### src/rtl/sadd_pkg.sv
`timescale 1ns/1ps
package sadd_pkg;
    localparam int HALF_W = 2;
    localparam int FULL_W = 2 * HALF_W;

    typedef struct packed {
        logic [HALF_W-1:0] sum_lo;
        logic              mid_carry;
        logic              lo_vld;
        logic [HALF_W-1:0] sum_hi;
        logic              cout;
        logic              hi_vld;
    } pipe_t;
endpackage

### src/rtl/sadd_fa_cell.sv
`timescale 1ns/1ps
// One full-adder bit: sum and carry from two operand bits and a carry in.
module sadd_fa_cell (
    input  logic a,
    input  logic b,
    input  logic ci,
    output logic s,
    output logic co
);
    logic half_x;

    always_comb begin
        half_x = a ^ b;
        s      = half_x ^ ci;
        co     = (a & b) | (half_x & ci);
    end
endmodule

### src/rtl/sadd_ripple_half.sv
`timescale 1ns/1ps
// W-bit ripple-carry chain built from full-adder cells.
module sadd_ripple_half #(
    parameter int W = 2
) (
    input  logic [W-1:0] a,
    input  logic [W-1:0] b,
    input  logic         ci,
    output logic [W-1:0] sum,
    output logic         co
);
    logic [W:0] chain;

    assign chain[0] = ci;
    assign co       = chain[W];

    for (genvar i = 0; i < W; i++) begin : g_bit
        sadd_fa_cell i_fa (
            .a  (a[i]),
            .b  (b[i]),
            .ci (chain[i]),
            .s  (sum[i]),
            .co (chain[i+1])
        );
    end
endmodule

### src/rtl/stagger_add4.sv
`timescale 1ns/1ps
// Two-stage adder with skewed operands: the lower half works in cycle c,
// the upper half in cycle c+1, joined by a registered carry.
module stagger_add4
    import sadd_pkg::*;
(
    input  logic              clk,
    input  logic              rst,
    input  logic [HALF_W-1:0] lo_a,
    input  logic [HALF_W-1:0] lo_b,
    input  logic              in_valid,
    input  logic [HALF_W-1:0] hi_a,
    input  logic [HALF_W-1:0] hi_b,
    output logic [HALF_W-1:0] out_sum_lo,
    output logic              out_lo_valid,
    output logic [HALF_W-1:0] out_sum_hi,
    output logic              out_carry,
    output logic              out_hi_valid
);
    pipe_t st_d, st_q;

    logic [HALF_W-1:0] lo_sum_w, hi_sum_w;
    logic              lo_co_w, hi_co_w;

    // Lower half: no carry in.
    sadd_ripple_half #(.W(HALF_W)) i_lo_half (
        .a   (lo_a),
        .b   (lo_b),
        .ci  (1'b0),
        .sum (lo_sum_w),
        .co  (lo_co_w)
    );

    // Upper half: carry in comes from the register loaded one edge earlier.
    sadd_ripple_half #(.W(HALF_W)) i_hi_half (
        .a   (hi_a),
        .b   (hi_b),
        .ci  (st_q.mid_carry),
        .sum (hi_sum_w),
        .co  (hi_co_w)
    );

    always_comb begin
        st_d           = st_q;
        st_d.sum_lo    = lo_sum_w;
        st_d.mid_carry = lo_co_w;
        st_d.lo_vld    = in_valid;
        st_d.sum_hi    = hi_sum_w;
        st_d.cout      = hi_co_w;
        st_d.hi_vld    = st_q.lo_vld;
        if (rst) begin
            st_d = '0;
        end
    end

    always_ff @(posedge clk) begin
        st_q <= st_d;
    end

    assign out_sum_lo   = st_q.sum_lo;
    assign out_lo_valid = st_q.lo_vld;
    assign out_sum_hi   = st_q.sum_hi;
    assign out_carry    = st_q.cout;
    assign out_hi_valid = st_q.hi_vld;
endmodule

### config.mk
export PLATFORM = sky130hd
export DESIGN_NAME = stagger_add4
export DESIGN_NICKNAME = d
export VERILOG_FILES = /design/src/rtl/sadd_pkg.sv /design/src/rtl/sadd_fa_cell.sv /design/src/rtl/sadd_ripple_half.sv /design/src/rtl/stagger_add4.sv
export SDC_FILE = /design/constraint.sdc
export NUM_CORES = 1
export LEC_CHECK = 0
export ABC_AREA = 1
export BUFFER_PORTS_ARGS = -buffer_cell sky130_fd_sc_hd__buf_4
export CORE_AREA = 2 2 39 41
export DETAILED_ROUTE_END_ITERATION = 12
export DIE_AREA = 0 0 41 43
export PLACE_DENSITY = 0.6
export SLEW_MARGIN = 20
export SYNTH_ARGS = -nofsm -noshare
export SYNTH_HDL_FRONTEND = slang
export SYNTH_SLANG_ARGS = --single-unit
### constraint.sdc
create_clock -name clk -period 4.21 [get_ports clk]
set_clock_uncertainty 0.15 [all_clocks]
set_input_delay 0.421 -clock clk [delete_from_list [all_inputs] [get_ports clk]]
set_output_delay 0.421 -clock clk [all_outputs]
set_load 0.03 [all_outputs]
Word level (Yosys, flattened, before mapping). Cells that the tools add are included.

Flip-flop bits (word level): 8. Input port bits: 11. Output and inout bits: 7. Logic and storage cells: 23.

Bitwise gates (word level): 17.

Operators with widths (number): bitwise AND 1 bit (7); XOR 1 bit (7); bitwise OR 1 bit (3).

Depth between registers and ports, before layout. Gate-level depths: netlist (run 1).

Depth in word-level cells: 5. Mapped depth: 4. Gate-level depth less buffers: 4.

By module. A second synthesis (run 1) with hierarchy kept.

Cells, all modules: 34. Area, all modules: 345.3 µm².

By module, submodules not included: stagger_add4 (instances 1, cells each 30, area an instance 265.3 µm², sequential area each 160.2 µm²); sadd_fa_cell (instances 4, cells each 1, area an instance 20.0 µm², sequential area each 0.0 µm²).

Worst setup path before layout (run 1). OpenSTA, ideal clock, no wires.

Path kind: input-to-reg. From: input hi_a[0]. To: register st_q, in the netlist out_sum_hi[1]. Setup time: 111 ps. Arrival time: 1394 ps. Required time: 3949 ps. Path slack: 2555 ps. Cell stages on the path: 4. Path buffers: 0. Cells stage by stage: inv_1 > fa_1 > fa_1 > nor2_1.

Longest elaborated chain between the ends: 4. Elaborated cells on any way between the ends: 5. Classes of those cells: 5 x bitwise.

Ends and longest elaborated chain: from (decl) (line stagger_add4.sv:12) `input logic [HALF_W-1:0] hi_a,`; XOR 1 bit (line sadd_fa_cell.sv:13) `half_x = a ^ b;`; bitwise AND 1 bit (line sadd_fa_cell.sv:15) `co = (a & b) | (half_x & ci);`; bitwise OR 1 bit (*) (line sadd_fa_cell.sv:15); XOR 1 bit (*) (line sadd_fa_cell.sv:14) `s = half_x ^ ci;`; to (signal assigned) (line stagger_add4.sv:57) `st_q <= st_d;`; to (decl) (line stagger_add4.sv:20) `pipe_t st_d, st_q;`.

Every way passes the cells marked *; elsewhere a longest branch is shown, timed or not. A chain may end at the register's enable or synchronous reset.

Final worst setup path (run 1).
From: register st_q[5] (netlist bit). To: register st_q, in the netlist out_sum_hi[1].

Longest elaborated chain between the ends: 3.

Ends and longest elaborated chain (line): bitwise AND 1 bit (sadd_fa_cell.sv:15); bitwise OR 1 bit (sadd_fa_cell.sv:15); XOR 1 bit (sadd_fa_cell.sv:14).

Every way passes these cells.

==> impl_metrics.yaml, run 1 <==
run_status:
  outcome: "completed"
synthesis:
  synth_edf_count: 0
  synth_warnings: 0
  ys_ff_latch: 8
  synthMuxAreaShare_pct: 0
  ys_types: 8
  synth_top_area_cell: "dfxtp_1"
  yosys.area_share.xor_xnor_pct: 0
  synthTopCellsByCount: "inv_1, dfxtp_1, nor2_1"
  syn_nets: 47
  yosysTopAreaCellShare_pct: 48.9
  synth-simple-area-share_pct: 13.0
  async_flop_share_pct: 0
  ys.flop_type: "dfxtp_1"
  synth_cells: 32
  seq_area_frac_synth_pct: 48.9
  syn_area_per_cell_sq_um: 10.2
  synth-compound-area-share_pct: 0
  post-synth-top-count-cell: "inv_1"
  synth_top_family_by_area: "adder cells"
  synthAdderAreaFrac_pct: 22.1
  ys_top_cells_by_area: "dfxtp_1, fa_1, inv_1"
  netlist_area_sq_um: 328
power:
  ir_drop_mv: 0.120
  leakagePower_nw: 0.259
  p_per_area_nw_per_um2: 372
layout:
  fin_nets: 68
  final_cells: 67
  diodes: 0
  nFillCells: 160
  area_delta_synth_final_pct: 48.5
  drive_gt1_share_pct: 45.1
global_routing:
  grt_max_degree: 9
  grt_use_total_pct: 7.48
  grt_pass1_wl_microns: 807
  first_global_vias: 214
  grt_overflow: 0
  antenna_found_initial: 0
critical_path:
  crit_chain: "inv_1 > fa_1 > fa_1 > nor2_1"
  slowest_delay_ps: 490
  critPathKind: "reg2reg"
  crit_required_ps: 4200
  cp.buffers_inverters: 1
  crit_path_start_kind: "flop"
  arrival_ps: 1490
  crit_path_top_delay_cell: "fa_1"
  crit_family: "adder cells"
  cp_max_fo: 1
  end_kind: "flop"
  cp_common_cell: "fa_1"
placement:
  routabilityCongestion: 0.593
  numPortBuffers: 17
  place_hpwl_microns: 420
  dp.cells: 64
clock_network:
  clk_latency_ps: 250
  post_cts.repair.setup_buffers: 0
  cts.sinks: 8
  cts_tree: "built"
  postCtsHoldBufs: 0
  clockBufferDepth: 2
  clkTransAtPathRegs_ps: 50
  post_cts_resized: 0
  cts_buffers: 3
  cts_root_buf: "clkbuf_4"
  cts.htree.levels: 1
die:
  start_util_pct: 23.7
  die_w_microns: 41
  rows: 14
  coreArea_sq_um: 1380
  die_h_microns: 43
  ioPinCount: 18
  fp.dieArea_sq_um: 1760
sta:
  period_needed_ps: 1500
  slew_headroom_pct: 92.1
  slew_violations: 0
  finalSetupTns_ps: 0
  worstMarginPinSlew_ps: 119
  setup_viol: 0
  rsz0062_at_grt: "no"
  clock.fmax_mhz: 667
  min_period_over_period_pct: 35.6
  hold_violations: 0
routing:
  drt_iter0_drc: 0
  routed_via_density: 3.61
  firstDrtPassIters: 1
  drc_errors: 0
  num_vias: 242
  wl_microns: 509
  wl_per_cell_microns: 7.60
  ant_nets: 0
job:
  maxCapViolCount: 0
worst_hold_path:
  min_path_type: "in2reg"
==> final timing paths <==
kind         slack (ps)            end  cells after the start          from
max                2710  out_sum_hi[1]                      4       st_q[5]
min                 220   out_lo_valid                      3      in_valid
max reg2reg        2710  out_sum_hi[1]                      4       st_q[5]
min reg2reg         290   out_hi_valid                      2  out_lo_valid
==> sequential cells by signal, indices dropped and copies added, names as in the netlist <==
signal and flops:
out_sum_lo 2, st_q 1, out_hi_valid 1, out_sum_hi 2
out_carry 1, out_lo_valid 1
==> cells in the final DEF, fill, tap and decap left out <==
cell / instances
nor2_1: 5
clkbuf_4: 3
buf_4: 17
fa_1: 3
dfxtp_1: 8
nor2_4: 1
inv_1: 11
nor2_2: 2
ha_1: 1
==> layer usage <==
layer | GRT usage [%] | vias up | part of all wire [%] | wire length, microns
li1 | - | 123 | - | -
met1 | 6.58 | 109 | 36 | 182
met2 | 11.3 | 10 | 53 | 272
met3 | 6.28 | 0 | 11 | 55
met4 | 4.00 | 0 | 0 | 0
met5 | 0 | - | 0 | 0
==> cell type report <==
cell class	count	area, sq um	area share [%]
sequential	8	160	32.9
timing repair buffer	17	128	26.2
clock buffer	3	22.5	4.63
inverter	11	41.3	8.48
multi-input combinational	12	115	23.7
tap	16	20.0	4.11
==> worst reg2reg max path: stages (launching register included) <==
cell and delay [ps]:
dfxtp_1 300, inv_1 50, fa_1 370, fa_1 490, nor2_1 40
==> metrics by stage <==
step / total power, mW / hold slack (ps) / cell area, sq um / setup slack (ps) / utilization [%]
after global routing: 0.195 / 219 / 487 / 2670 / 35.2
after detailed placement: 0.126 / 282 / 464 / 2450 / 33.5
after global placement: 0.125 / 278 / 464 / 2460 / 33.5
after CTS: 0.187 / 214 / 487 / 2700 / 35.2
after floorplan: 0.109 / 385 / 328 / 2550 / -
final: 0.181 / 224 / 487 / 2710 / 35.2
==> where the power goes <==
group	leakage [nW]	switching, mW	internal (mW)
combinational	0.178	0.0219	0.0177
sequential	0.0665	0.00161	0.0819
clock	0.0138	0.0251	0.0326
==> logic make-up after synthesis <==
logic type,count (synthesis)
adder cells (fa/ha/maj),4
buffers and inverters,12
flip-flops,8
AND/OR/NAND/NOR,8
Note: power is estimated with default switching activity, not from simulation.
==> run 2, diff against run 1 <==
==> constraint.sdc (replaced) <==
create_clock -name clk -period 1.48 [get_ports clk]
set_clock_uncertainty 0.15 [all_clocks]
set_input_delay 0.148 -clock clk [delete_from_list [all_inputs] [get_ports clk]]
set_output_delay 0.148 -clock clk [all_outputs]
set_load 0.03 [all_outputs]
==> run 2 against run 1 <==
Design area rose by 6.7%. Final cell count grew 4.5%. Global-route usage decreased by 0.12 points. Sequential cell count unchanged. Utilization up 2.4 points. Combinational power rose to 3.1 times the previous value. Sequential share of layout area decreased by 2.1 points. Register-to-register slack got worse by 2700 ps. Clock power grew to 2.8 times the previous value. Highest routed layer unchanged.
==> impl_metrics.yaml, run 2 (synthesis gave the netlist of run 1 again) <==
die:
  coreArea_sq_um: 1380
  rows: 14
  ioPinCount: 18
  die_h_microns: 43
  fp.dieArea_sq_um: 1760
  start_util_pct: 23.7
  die_w_microns: 41
placement:
  dpl_cell_area_sq_um: 464
  place_hpwl_microns: 416
  numPortBuffers: 17
  routabilityCongestion: 0.613
  dp_slack_ps: -26.6
layout:
  drive_gt1_share_pct: 46.3
  final_area_sq_um: 519
  layout_common_cells: "buf_4, inv_1, dfxtp_1"
  final_common_cell: "buf_4"
  diodes: 0
  area_delta_synth_final_pct: 58.4
  nFillCells: 154
  fin_nets: 71
critical_path:
  crit_chain: "inv_1 > fa_2 > fa_1 > nor2_1"
  r2r_start: "st_q[5]"
  crit_start: "st_q[5]"
  end_kind: "flop"
  setup.worst_path.end: "out_sum_hi[1]"
  r2r_cells: 4
  crit_required_ps: 1480
  crit_path_start_kind: "flop"
  critPathKind: "reg2reg"
  cp_max_fo: 1
  r2r_slack_ps: 20
  arrival_ps: 1460
  crit_path_top_delay_cell: "fa_1"
  r2r_end: "out_sum_hi[1]"
  slowest_delay_ps: 480
sta:
  setup_viol: 0
  rsz0062_at_grt: "yes"
  period_needed_ps: 1460
  slew_violations: 0
  worstMarginPinSlew_ps: 114
  setup_ws_ps: 20.7
  clock.fmax_mhz: 685
  slew_headroom_pct: 92.4
  min_period_over_period_pct: 98.6
  hold_violations: 0
power:
  intPower_mw: 0.382
  p_per_area_nw_per_um2: 999
  leakagePower_nw: 0.271
  clock_power_share_pct: 30.8
  seqPwrFrac_pct: 45.8
  p_sw_mw: 0.136
  power_frac_comb_pct: 23.4
  switching_share_pct: 26.3
  ir_drop_mv: 0.411
clock_network:
  clockBufferDepth: 2
  cts_buffers: 3
  cts.sinks: 8
  clkTransAtPathRegs_ps: 60
  clk_latency_ps: 250
  cts_root_buf: "clkbuf_4"
  cts_tree: "built"
  cts.htree.levels: 1
routing:
  wl_per_cell_microns: 7.06
  routed_via_density: 3.63
  drt_iter0_drc: 0
  wl_microns: 494
  num_vias: 254
  firstDrtPassIters: 1
  ant_nets: 0
  drc_errors: 0
global_routing:
  first_global_vias: 221
  grt-busiest-layer: "met2"
  grt_use_total_pct: 7.37
  grt_use_met3_pct: 6.28
  grt_overflow: 0
  antenna_found_initial: 0
  grt_pass1_wl_microns: 807
  grt_max_degree: 9
  use_met2_pct: 12.5
  use_met1_pct: 5.88
job:
  maxCapViolCount: 0
worst_hold_path:
  min_path_type: "in2reg"
run_status:
  outcome: "completed"
-- run 2: how the worst min path moves through the flow --
| stage | depth (start not counted) | slack [ps] | start | endpoint |
|---|---|---|---|---|
| floorplan | 2 | 110 | in_valid | out_lo_valid |
| finish | 4 | 70 | lo_b[0] | out_sum_lo[0] |
| detailed placement | 3 | 210 | in_valid | out_lo_valid |
| global route | 4 | 90 | lo_b[0] | out_sum_lo[0] |
| CTS | 4 | 70 | lo_b[0] | out_sum_lo[0] |
| global placement | 3 | 210 | in_valid | out_lo_valid |
-- run 2: power groups by stage --
stage               Sequential [mW]  Combinational, mW  Clock, mW
floorplan                     0.274             0.0361          0
global placement              0.242              0.114          0
detailed placement            0.242              0.116          0
CTS                           0.238              0.123      0.171
global route                  0.239              0.135      0.180
finish                        0.237              0.121      0.160
-- run 2: through the flow --
step                      hold slack, ps  cells  total power, mW  util [%]  setup TNS (ps)
after floorplan                      112     32            0.311         -               0
after global placement               206     64            0.356      33.5               0
after detailed placement             207     64            0.358      33.5           -26.6
after CTS                           66.7     70            0.532      37.5               0
after global routing                86.1     70            0.554      37.5           -16.8
final                               72.4     70            0.518      37.5               0
-- run 2: final cells by class --
type / instances / area [sq um] / share of cell area [%]
Sequential cell: 8 / 160 / 30.8
Timing Repair Buffer: 20 / 158 / 30.4
Multi-Input combinational cell: 12 / 118 / 22.7
Inverter: 11 / 41.3 / 7.95
Clock buffer: 3 / 22.5 / 4.34
Tap cell: 16 / 20.0 / 3.86
-- run 2: metal layers --
| layer | vias up | wire length (microns) |
|---|---|---|
| met3 | 0 | 44 |
| met5 | - | 0 |
| li1 | 129 | - |
| met2 | 8 | 273 |
| met4 | 0 | 0 |
| met1 | 117 | 176 |
-- run 2: critical path, delay by kind of cell (launching register included) --
kind | cells | cell delay (ps)
adders and majority gates | 2 | 810
and+or+nand+nor | 1 | 40
DFF | 1 | 300
buffers and inverters | 1 | 40
-- run 2: what timing repair did --
action | in CTS | in global routing
hold buffers | 3 | 0
gates cloned | 0 | 0
resized for setup | 1 | 1
setup buffers | 0 | 0
endpoints found under the hold margin | 7 | 0
endpoints found under the setup margin | 1 | 2
==> run 3, diff against run 2 <==
--- a/config.mk
+++ b/config.mk
@@ -11,6 +11,7 @@
 export DETAILED_ROUTE_END_ITERATION = 12
 export DIE_AREA = 0 0 41 43
 export PLACE_DENSITY = 0.6
+export SETUP_SLACK_MARGIN = 0.3
 export SLEW_MARGIN = 20
 export SYNTH_ARGS = -nofsm -noshare
 export SYNTH_HDL_FRONTEND = slang
==> run 3 against run 2 <==
The run now ends with hold timing left. Wire length increased by 15%. Non-clock buffer count decreased by 1. Die area unchanged. Utilization decreased by 0.72 points. Global-route usage about the same. Power increased by 0.97%. Final cell count decreased by 1.4%. Via count unchanged. Setup slack improved by 16 ps. Largest cell class unchanged. Highest routed layer is now met4.
==> impl_metrics.yaml, run 3 (synthesis gave the netlist of run 1 again) <==
routing:
  drc_errors: 0
  routed_via_density: 3.68
  ant_nets: 0
  drt_iter0_drc: 2
  firstDrtPassIters: 3
  wl_microns: 566
  wl_per_cell_microns: 8.20
  num_vias: 254
clock_network:
  post_cts_resized: 0
  cts_root_buf: "clkbuf_4"
  clkTransAtPathRegs_ps: 50
  clk_latency_ps: 250
  cts_buffers: 3
  cts.htree.levels: 1
  cts_tree: "built"
  cts.sinks: 8
  clockBufferDepth: 2
  post_cts.repair.setup_buffers: 0
power:
  clock_power_share_pct: 32.0
  leakagePower_nw: 0.266
  power_mw: 0.524
  seqPwrFrac_pct: 45.4
  power_frac_comb_pct: 22.7
  p_per_area_nw_per_um2: 1030
  p_sw_mw: 0.143
  ir_drop_mv: 0.303
  intPower_mw: 0.380
  switching_share_pct: 27.4
sta:
  rsz0062_at_grt: "yes"
  setup_viol: 0
  slew_violations: 0
  hold_violations: 4
  finalSetupTns_ps: 0
  clock.fmax_mhz: 693
  worst_hold_slack_ps: -60.3
  worstMarginPinSlew_ps: 269
  slew_headroom_pct: 82.0
  min_period_over_period_pct: 97.5
  period_needed_ps: 1440
layout:
  final_common_cell: "buf_4"
  fin_nets: 70
  layout_common_cells: "buf_4, inv_1, dfxtp_1"
  diodes: 0
  area_delta_synth_final_pct: 55.3
  drive_gt1_share_pct: 45.3
  nFillCells: 147
run_status:
  violations: "hold timing"
  outcome: "finished with violations"
critical_path:
  arrival_ps: 1440
  crit_path_start_kind: "flop"
  r2r_cells: 4
  r2r_end: "out_sum_hi[1]"
  critPathKind: "reg2reg"
  r2r_start: "st_q[5]"
  cp_max_fo: 1
  end_kind: "flop"
  crit_required_ps: 1480
  r2r_slack_ps: 40
global_routing:
  grt_pass1_wl_microns: 759
  grt_use_total_pct: 7.37
  antenna_found_initial: 0
  grt_overflow: 0
  grt_max_degree: 9
  first_global_vias: 219
worst_hold_path:
  min_from: "rst"
  worstHoldEndpoint: "out_sum_hi[1]"
  min_path_type: "in2reg"
  min_path_cells: 2
die:
  fp.dieArea_sq_um: 1760
  die_w_microns: 41
  rows: 14
  die_h_microns: 43
  ioPinCount: 18
  coreArea_sq_um: 1380
  start_util_pct: 23.7
placement:
  numPortBuffers: 17
  routabilityCongestion: 0.628
  place_hpwl_microns: 419
job:
  maxCapViolCount: 0
-- run 3: layer usage --
layer	routed length [microns]	share of wire, %	track usage [%]	up-vias
met5	0	0	0	-
met4	12	2.1	8.00	0
met3	57	10	4.71	2
met2	278	49	10.3	11
met1	217	38	6.23	113
li1	-	-	-	128
-- run 3: worst max path at each step --
stage                       start            end  slack (ps)
after detailed placement  st_q[5]  out_sum_hi[1]          40
after global placement    st_q[5]  out_sum_hi[1]          50
after global routing      st_q[5]  out_sum_hi[1]         0.7
after CTS                 st_q[5]  out_sum_hi[1]          30
after floorplan           st_q[5]  out_sum_hi[1]          60
final                     st_q[5]  out_sum_hi[1]          40
-- run 3: metrics by stage --
stage                     worst slack [ps]  area (sq um)  std cells  hold WS (ps)  util (%)
after floorplan                       58.2           330         32           112         -
after global placement                45.9           467         64           204      33.7
after CTS                             32.0           499         68         -19.8      36.1
after detailed placement              38.2           467         64           205      33.7
final                                 36.3           509         69         -60.3      36.8
after global routing                 0.686           509         69         -57.3      36.8
-- run 3: worst max-delay path, stage by stage, from the launching register on --
cell and delay, ps:
dfxtp_1 300, inv_1 40, fa_2 330, fa_1 480, nor2_1 40
-- run 3: power groups by stage --
stage / Combinational (mW) / Clock, mW / Sequential, mW
after CTS: 0.119 / 0.179 / 0.238
final: 0.119 / 0.167 / 0.237
after floorplan: 0.0367 / 0 / 0.274
after global routing: 0.131 / 0.186 / 0.239
after global placement: 0.114 / 0 / 0.242
after detailed placement: 0.116 / 0 / 0.242
-- run 3: layout make-up --
| class | count | area [sq um] | area share (%) |
|---|---|---|---|
| repair buffers | 19 | 148 | 29.0 |
| clock buffers | 3 | 22.5 | 4.42 |
| flip-flops and latches | 8 | 160 | 31.4 |
| inverters | 11 | 41.3 | 8.11 |
| multi-input cells | 12 | 118 | 23.1 |
| well taps | 16 | 20.0 | 3.93 |
-- run 3: what timing repair did --
item | in CTS | in global routing
endpoints found under the hold margin | 7 | 4
cloned | 0 | 0
endpoints found under the setup margin | 2 | 3
hold buffers | 1 | 1
pin swaps | 0 | 1
